==> config.mk <==
export PLATFORM = sky130hd
export DESIGN_NAME = alarm_delta_bank
export DESIGN_NICKNAME = d
export VERILOG_FILES = /design/src/rtl/alarm_delta_pkg.sv /design/src/rtl/adb_change_detect.sv /design/src/rtl/adb_clear_sel.sv /design/src/rtl/adb_delta_latch.sv /design/src/rtl/alarm_delta_bank.sv
export SDC_FILE = /design/constraint.sdc
export NUM_CORES = 1
export LEC_CHECK = 0
export BUFFER_PORTS_ARGS = -buffer_cell sky130_fd_sc_hd__buf_2
export CORE_MARGIN = 2
export CORE_UTILIZATION = 45
export CTS_BUF_LIST = sky130_fd_sc_hd__clkbuf_16
export DETAILED_ROUTE_END_ITERATION = 16
export GPL_TIMING_DRIVEN = 0
export PLACE_DENSITY_LB_ADDON = 0.1
export SYNTH_ARGS = -nofsm -noshare
export SYNTH_HDL_FRONTEND = slang
export SYNTH_HIERARCHICAL = 1
export SYNTH_SLANG_ARGS = --single-unit
==> constraint.sdc <==
create_clock -name clk_i -period 1.7 [get_ports clk_i]
set_clock_uncertainty 0.05 [all_clocks]
set_input_delay 0.255 -clock clk_i [delete_from_list [all_inputs] [get_ports clk_i]]
set_output_delay 0.255 -clock clk_i [all_outputs]
set_load 0.01 [all_outputs]
==> src/rtl/alarm_delta_pkg.sv <==
package alarm_delta_pkg;
  parameter int unsigned ADB_STATUS_W = 7;
  parameter int unsigned ADB_REG_W    = 16;

  typedef enum logic {
    CLR_ON_READ  = 1'b0,
    CLR_ON_WRITE = 1'b1
  } clr_mode_e;
endpackage

==> src/rtl/adb_change_detect.sv <==
module adb_change_detect #(
  parameter int unsigned W = 7
) (
  input  logic         clk_i,
  input  logic         rst_ni,
  input  logic [W-1:0] level_i,
  output logic [W-1:0] change_o
);
  logic [W-1:0] prev_q;
  logic         armed_q;

  always_ff @(posedge clk_i or negedge rst_ni) begin
    if (!rst_ni) begin
      prev_q  <= '0;
      armed_q <= 1'b0;
    end else begin
      prev_q  <= level_i;
      armed_q <= 1'b1;
    end
  end

  // first sample after reset only establishes the baseline
  assign change_o = armed_q ? (level_i ^ prev_q) : '0;
endmodule

==> src/rtl/adb_clear_sel.sv <==
module adb_clear_sel
  import alarm_delta_pkg::*;
#(
  parameter int unsigned W = 7
) (
  input  clr_mode_e    mode_i,
  input  logic         rd_i,
  input  logic         wr_i,
  input  logic [W-1:0] wmask_i,
  output logic [W-1:0] clear_o
);
  always_comb begin
    unique case (mode_i)
      CLR_ON_READ:  clear_o = rd_i ? '1 : '0;
      CLR_ON_WRITE: clear_o = wr_i ? wmask_i : '0;
      default:      clear_o = '0;
    endcase
  end
endmodule

==> src/rtl/adb_delta_latch.sv <==
module adb_delta_latch #(
  parameter int unsigned W = 7
) (
  input  logic         clk_i,
  input  logic         rst_ni,
  input  logic [W-1:0] set_i,
  input  logic [W-1:0] clear_i,
  output logic [W-1:0] delta_o
);
  for (genvar i = 0; i < W; i++) begin : g_bit
    logic bit_q;
    always_ff @(posedge clk_i or negedge rst_ni) begin
      if (!rst_ni)        bit_q <= 1'b0;
      else if (set_i[i])  bit_q <= 1'b1;  // set beats clear
      else if (clear_i[i]) bit_q <= 1'b0;
    end
    assign delta_o[i] = bit_q;
  end
endmodule

==> src/rtl/alarm_delta_bank.sv <==
module alarm_delta_bank
  import alarm_delta_pkg::*;
#(
  parameter int unsigned STATUS_W = ADB_STATUS_W,
  parameter int unsigned REG_W    = ADB_REG_W
) (
  input  logic                clk_i,
  input  logic                rst_ni,
  input  logic [STATUS_W-1:0] status_i,
  input  logic                cow_mode_i,
  input  logic                rd_i,
  input  logic                wr_i,
  input  logic [REG_W-1:0]    wdata_i,
  output logic [REG_W-1:0]    rdata_o
);
  localparam int unsigned RSVD_W = REG_W - STATUS_W;

  logic [STATUS_W-1:0] change;
  logic [STATUS_W-1:0] clear;
  logic [STATUS_W-1:0] delta;
  clr_mode_e           mode;
  logic                unused_wdata;

  assign mode         = clr_mode_e'(cow_mode_i);
  assign unused_wdata = ^wdata_i[REG_W-1:STATUS_W];

  adb_change_detect #(.W(STATUS_W)) u_detect (
    .clk_i    (clk_i),
    .rst_ni   (rst_ni),
    .level_i  (status_i),
    .change_o (change)
  );

  adb_clear_sel #(.W(STATUS_W)) u_clear (
    .mode_i  (mode),
    .rd_i    (rd_i),
    .wr_i    (wr_i),
    .wmask_i (wdata_i[STATUS_W-1:0]),
    .clear_o (clear)
  );

  adb_delta_latch #(.W(STATUS_W)) u_latch (
    .clk_i   (clk_i),
    .rst_ni  (rst_ni),
    .set_i   (change),
    .clear_i (clear),
    .delta_o (delta)
  );

  assign rdata_o = {{RSVD_W{1'b0}}, delta};
endmodule

==> results of run 1 <==
## flip-flops by register name, summed over array words and instances, names as in the netlist
register / count
u_detect/prev_q: 7
u_latch/g_bit.bit_q: 7
u_detect/armed_q: 1
## final cells by class
cell class / count / area (µm²)
Buffer: 18 / 136.4
Clock buffer: 3 / 75.07
Clock inverter: 1 / 3.754
Fill cell: 126 / 524.3
Inverter: 7 / 26.28
Multi-Input combinational cell: 40 / 262.8
Sequential cell: 15 / 375.4
Tap cell: 16 / 20.02
Timing Repair Buffer: 26 / 135.1
## cell families after synthesis
group | after synthesis | synth area share
AND/OR/NAND/NOR | 9 | 0.07630
AO/OA/AOI/OAI | 14 | 0.1364
buffers and inverters | 25 | 0.2110
flip-flops | 15 | 0.4870
XOR/XNOR | 7 | 0.07955
other | 2 | 0.009744
## cell usage in the layout (no fill, tap or decap), types with 3 or more instances in the layout
cell type  count
buf_2         26
buf_4         16
dfrtp_1       15
a21o_1        14
conb_1        10
inv_1          8
xor2_1         7
and2_1         7
clkbuf_16      3
## critical path, cell delays in order (launching register included)
cell,delay [ns]
dfrtp_1,0.38
buf_4,0.13
buf_2,0.13
## where the power goes
part,internal (µW),switching [µW],leakage (µW),total [µW]
Sequential,393,19.2,0.000175,413
Combinational,118,78.3,0.000418,196
Clock,310,122,0.0000423,432
Total,821,220,0.000636,1040
## stage by stage
stage	hold WS (ns)	power [µW]	util
2_1_floorplan	-0.09059	547.0	-
3_3_place_gp	0.1246	608.3	0.6067
3_5_place_dp	0.1244	614.1	0.6067
4_1_cts	0.09274	1060	0.6637
5_1_grt	0.09004	1100	0.6637
6_report	0.09674	1041	0.6637
## layer usage
layer,track usage,vias to the layer above,routed length [µm]
met5,0,-,0
met4,0.07059,0,9
met3,0.02381,2,82
met2,0.2338,21,615
met1,0.1705,239,490
li1,-,273,-
## worst paths after layout
path,cells past startpoint,startpoint,to
min,1,status_i[5],u_detect/prev_q[5]
max,2,u_latch/g_bit[0].bit_q,rdata_o[0]
max reg2reg,3,u_detect/prev_q[1],u_latch/g_bit[1].bit_q
min reg2reg,1,u_latch/g_bit[3].bit_q,u_latch/g_bit[3].bit_q
max in group asynchronous,2,rst_ni,u_detect/prev_q[2]
min in group asynchronous,2,rst_ni,u_latch/g_bit[6].bit_q
==> impl_metrics.toml, run 1 <==
[placed_design]
postPlaceCellArea_um2 = 945.9
finalWeightedCongestion = 0.7420
dp_hpwl_um = 909.8
place_ws_ns = 0.6019
dp_cells = 121
io_buffers = 25

[routing]
dr.pass1.iters = 3
routed_wl_um = 1198
avgRoutedWirePerCell_um = 9.508
drcViolationCount = 0
via_per_inst = 4.246
final_antenna_net_count = 0
vias = 535
drt_iter0_drc = 3

[final_layout]
final_area_um2 = 1035
area_delta_synth_final_pct = 34.25
drive_gt1_frac = 0.4273
final_nets = 139
n_antenna_cell = 0
fin_cells = 126

[clock_network]
cts_setup_buffers = 0
htree_num_levels = 1
numCtsBuffers = 3
cts_root_buf = "clkbuf_16"
cts_buffer_depth = 2
cts_resized = 0
hold_buffers = 1
cts_tree = "yes"
clock-sinks = 15
clock_latency_ns = 0.24
clk_pin_slew_ns = 0.04

[critical_path]
cp_max_fo = 2
path_class = "register to output port"
worstPathArrival_ns = 0.88
start_kind = "register"
rrSetupSlack_ns = 0.71
worstPathRequired_ns = 1.39
end_kind = "output port"

[sta]
finalSetupTns_ns = 0
finalCritPeriodShare = 0.6957
timing.fmax_ghz = 0.8455
setup_viol = 0
setup_slack_ns = 0.5173
fin_crit_ns = 1.183
hold_violations = 0
slew_violations = 0
rsz0062_at_grt = "false"

[logic_synthesis]
synth.most_common_cell = "buf_4"
ys_seq_elements = 15
postSynth.asyncResetShare = 1.000
ys_seq_area_frac = 0.4870
ys.warnings.count = 6
syn_area_um2 = 770.7
synth_common_cells = "16 x buf_4, 15 x dfrtp_1, 14 x a21o_1"
synth_cells = 72
yosys.area.top_type = "dfrtp_1"
netlist.area_leader.share = 0.4870
synth_flop_cell = "dfrtp_1"
syn_area_per_cell_um2 = 10.70
synthTopCellsByArea = "dfrtp_1 49%, buf_4 16%, a21o_1 14%"
synth.distinct_cells = 11
synth_edf_count = 0

[outcome]
status = "completed"

[global_route]
grt_pass1_vias = 493
globalRouteTotalUtil = 0.1393
antenna_found_initial = 0
grt_pass1_wl_um = 2049
grt_overflow = 0
grt_start_max_net_pins = 16

[die]
die_h_um = 45.39
dieWidth_um = 45.39
pin_count = 44
initial_utilization = 0.4944
num_rows = 14
die-area_um2 = 2060
fp.coreArea_um2 = 1559

[power_and_ir_drop]
ir_worst_vdd_mv = 0.7069
p_per_area_nw_per_um2 = 1006
p_leak_uw = 0.0006360

[hold_path]
hp-class = "input pin to register"

[job]
drv_cap = 0
Power figures use the tool's default switching activity.
==> run 2: changes to the inputs <==
--- a/config.mk
+++ b/config.mk
@@ -7,7 +7,7 @@
 export LEC_CHECK = 0
 export BUFFER_PORTS_ARGS = -buffer_cell sky130_fd_sc_hd__buf_2
 export CORE_MARGIN = 2
-export CORE_UTILIZATION = 45
+export CORE_UTILIZATION = 42
 export CTS_BUF_LIST = sky130_fd_sc_hd__clkbuf_16
 export DETAILED_ROUTE_END_ITERATION = 16
 export GPL_TIMING_DRIVEN = 0
==> constraint.sdc (replaced) <==
create_clock -name clk_i -period 1.1 [get_ports clk_i]
set_clock_uncertainty 0.05 [all_clocks]
set_input_delay 0.165 -clock clk_i [delete_from_list [all_inputs] [get_ports clk_i]]
set_output_delay 0.165 -clock clk_i [all_outputs]
set_load 0.01 [all_outputs]
==> run 2 against run 1 <==
Net effect:
- combinational power increased by 89%
- routed wire length rose by 0.58%
- die area grew 6.5%
- cell count up 12%
- cell area increased by 9.1%
- total power is 63% higher
- critical path depth stayed put
- worst hold slack lost 0.092 ns
- register-to-register slack got worse by 0.60 ns
- via count grew 2.1%
- sequential power is 54% higher
- flip-flop and latch count stayed put
- highest routed layer is now met3
==> impl_metrics.toml, run 2 (same netlist as run 1, synthesis figures left out) <==
[final_layout]
drive_gt1_frac = 0.4397
n_antenna_cell = 0
layout_common_cells = "22 x buf_2, 18 x buf_4, 15 x dfrtp_1, 14 x a21o_1, 10 x conb_1"
area_delta_synth_final_pct = 46.43
reg_top3 = "u_detect/prev_q (7), u_latch/g_bit.bit_q (7), u_detect/armed_q (1)"
layout_commonest_cell = "buf_2"
final_nets = 145
fin_cells = 141
fill_cells = 148

[power_and_ir_drop]
intPower_uw = 1329
pwr-share-seq = 0.376
p_per_area_nw_per_um2 = 1501
ir_worst_vdd_mv = 1.143
clock_power_share = 0.405
p_leak_uw = 0.0006711
swShare = 0.2153
p_switching_uw = 364.6
comb_power_share = 0.218

[sta]
slew_violations = 0
setup_viol = 0
finalCritPeriodShare = 0.9764
holdWs_ns = 0.004701
fin_crit_ns = 1.074
timing.fmax_ghz = 0.9311
hold_violations = 0

[placed_design]
dp_hpwl_um = 890
finalWeightedCongestion = 0.6803
io_buffers = 25
dp_cells = 130

[clock_network]
htree_num_levels = 1
cts_root_buf = "clkbuf_16"
cts_buffer_depth = 2
clock-sinks = 15
cts_tree = "yes"
clock_latency_ns = 0.24
numCtsBuffers = 3
clk_pin_slew_ns = 0.05

[global_route]
grtUsageMet2 = 0.2274
grt_overflow = 0
met1_usage = 0.1335
grt_pass1_wl_um = 1904
antenna_found_initial = 0
globalRouteTotalUtil = 0.1265
met3_usage = 0.03462
grt-busiest-layer = "met2"
grt_start_max_net_pins = 16
grt_pass1_vias = 491

[hold_path]
hp-class = "input pin to register"

[die]
num_rows = 15
die-area_um2 = 2194
dieWidth_um = 46.84
initial_utilization = 0.4464
fp.coreArea_um2 = 1727
pin_count = 44
die_h_um = 46.84

[critical_path]
path_buf_inv = 2
path_class = "register to output port"
end_kind = "output port"
cp_top_family = "flip-flops"
worstPathRequired_ns = 0.88
crit_path_max_incr_delay_ns = 0.37
start_kind = "register"
worstPathArrival_ns = 0.86
cp_slowest_cell = "dfrtp_1"
cp_max_fo = 2
cp_cell_sequence = "buf_4 -> buf_2"
rrSetupSlack_ns = 0.11

[job]
drv_cap = 0

[routing]
avgRoutedWirePerCell_um = 8.546
vias = 546
drt_iter0_drc = 2
final_antenna_net_count = 0
routed_wl_um = 1205
drcViolationCount = 0
dr.pass1.iters = 3
via_per_inst = 3.872

[outcome]
status = "completed"
[run 2: area by class of cell]
class                           instances  area [µm²]  area share
Multi-Input combinational cell         40       262.8      0.2328
Timing Repair Buffer                   32       212.7      0.1885
Buffer                                 18       140.1      0.1242
Sequential cell                        15       375.4      0.3326
Inverter                                7       26.28     0.02328
Tap cell                               25       31.28     0.02772
Clock buffer                            3       75.07     0.06652
Clock inverter                          1       5.005    0.004435
[run 2: routing by layer]
metal,part of all wire,vias up
li1,-,285
met1,0.40,240
met2,0.53,21
met3,0.070,0
met4,0,0
met5,0,-
[run 2: worst reg2reg max path, delay by kind of cell (launching register included)]
family                    cells  cell delay (ns)
xor gates and xnor gates      1             0.16
AOI/OAI and AO/OA             1             0.15
DFF                           1             0.37
and+or+nand+nor               1             0.15
[run 2: what timing repair did]
item	in CTS	in global routing
buffers inserted	1	2
hold buffers	4	0
gates resized for setup	0	5
endpoints found under the setup margin	1	5
hold endpoints to repair	18	0
[run 2: power groups by stage]
stage / Sequential, µW / Combinational (µW) / Clock (µW)
after floorplan: 638 / 207 / 0
after global placement: 644 / 297 / 0
after detailed placement: 645 / 303 / 0
after CTS: 637 / 322 / 705
after global routing: 643 / 409 / 721
final: 637 / 370 / 687
[run 2: per-stage QoR]
| step | setup TNS [ns] | worst slack, ns | cell area, µm² | total power, µW | utilization |
|---|---|---|---|---|---|
| 6_report | 0 | 0.02601 | 1129 | 1694 | 0.6536 |
| 5_1_grt | -0.006266 | -0.006266 | 1129 | 1773 | 0.6536 |
| 4_1_cts | 0 | 0.002166 | 1085 | 1665 | 0.6283 |
| 3_5_place_dp | 0 | 0.09014 | 957.2 | 948.0 | 0.5543 |
| 3_3_place_gp | 0 | 0.09879 | 957.2 | 941.4 | 0.5543 |
| 2_1_floorplan | 0 | 0.1600 | 800.8 | 845.4 | - |
[run 2: path summary, 6_finish.rpt]
check	start	to	depth (start not counted)
worst max-delay path	u_latch/g_bit[0].bit_q	rdata_o[0]	2
worst min-delay path	status_i[6]	u_detect/prev_q[6]	1
worst max register to register	u_detect/prev_q[4]	u_latch/g_bit[4].bit_q	3
worst min register to register	u_latch/g_bit[0].bit_q	u_latch/g_bit[0].bit_q	1
max in group asynchronous	rst_ni	u_detect/prev_q[2]	2
min in group asynchronous	rst_ni	u_latch/g_bit[0].bit_q	2
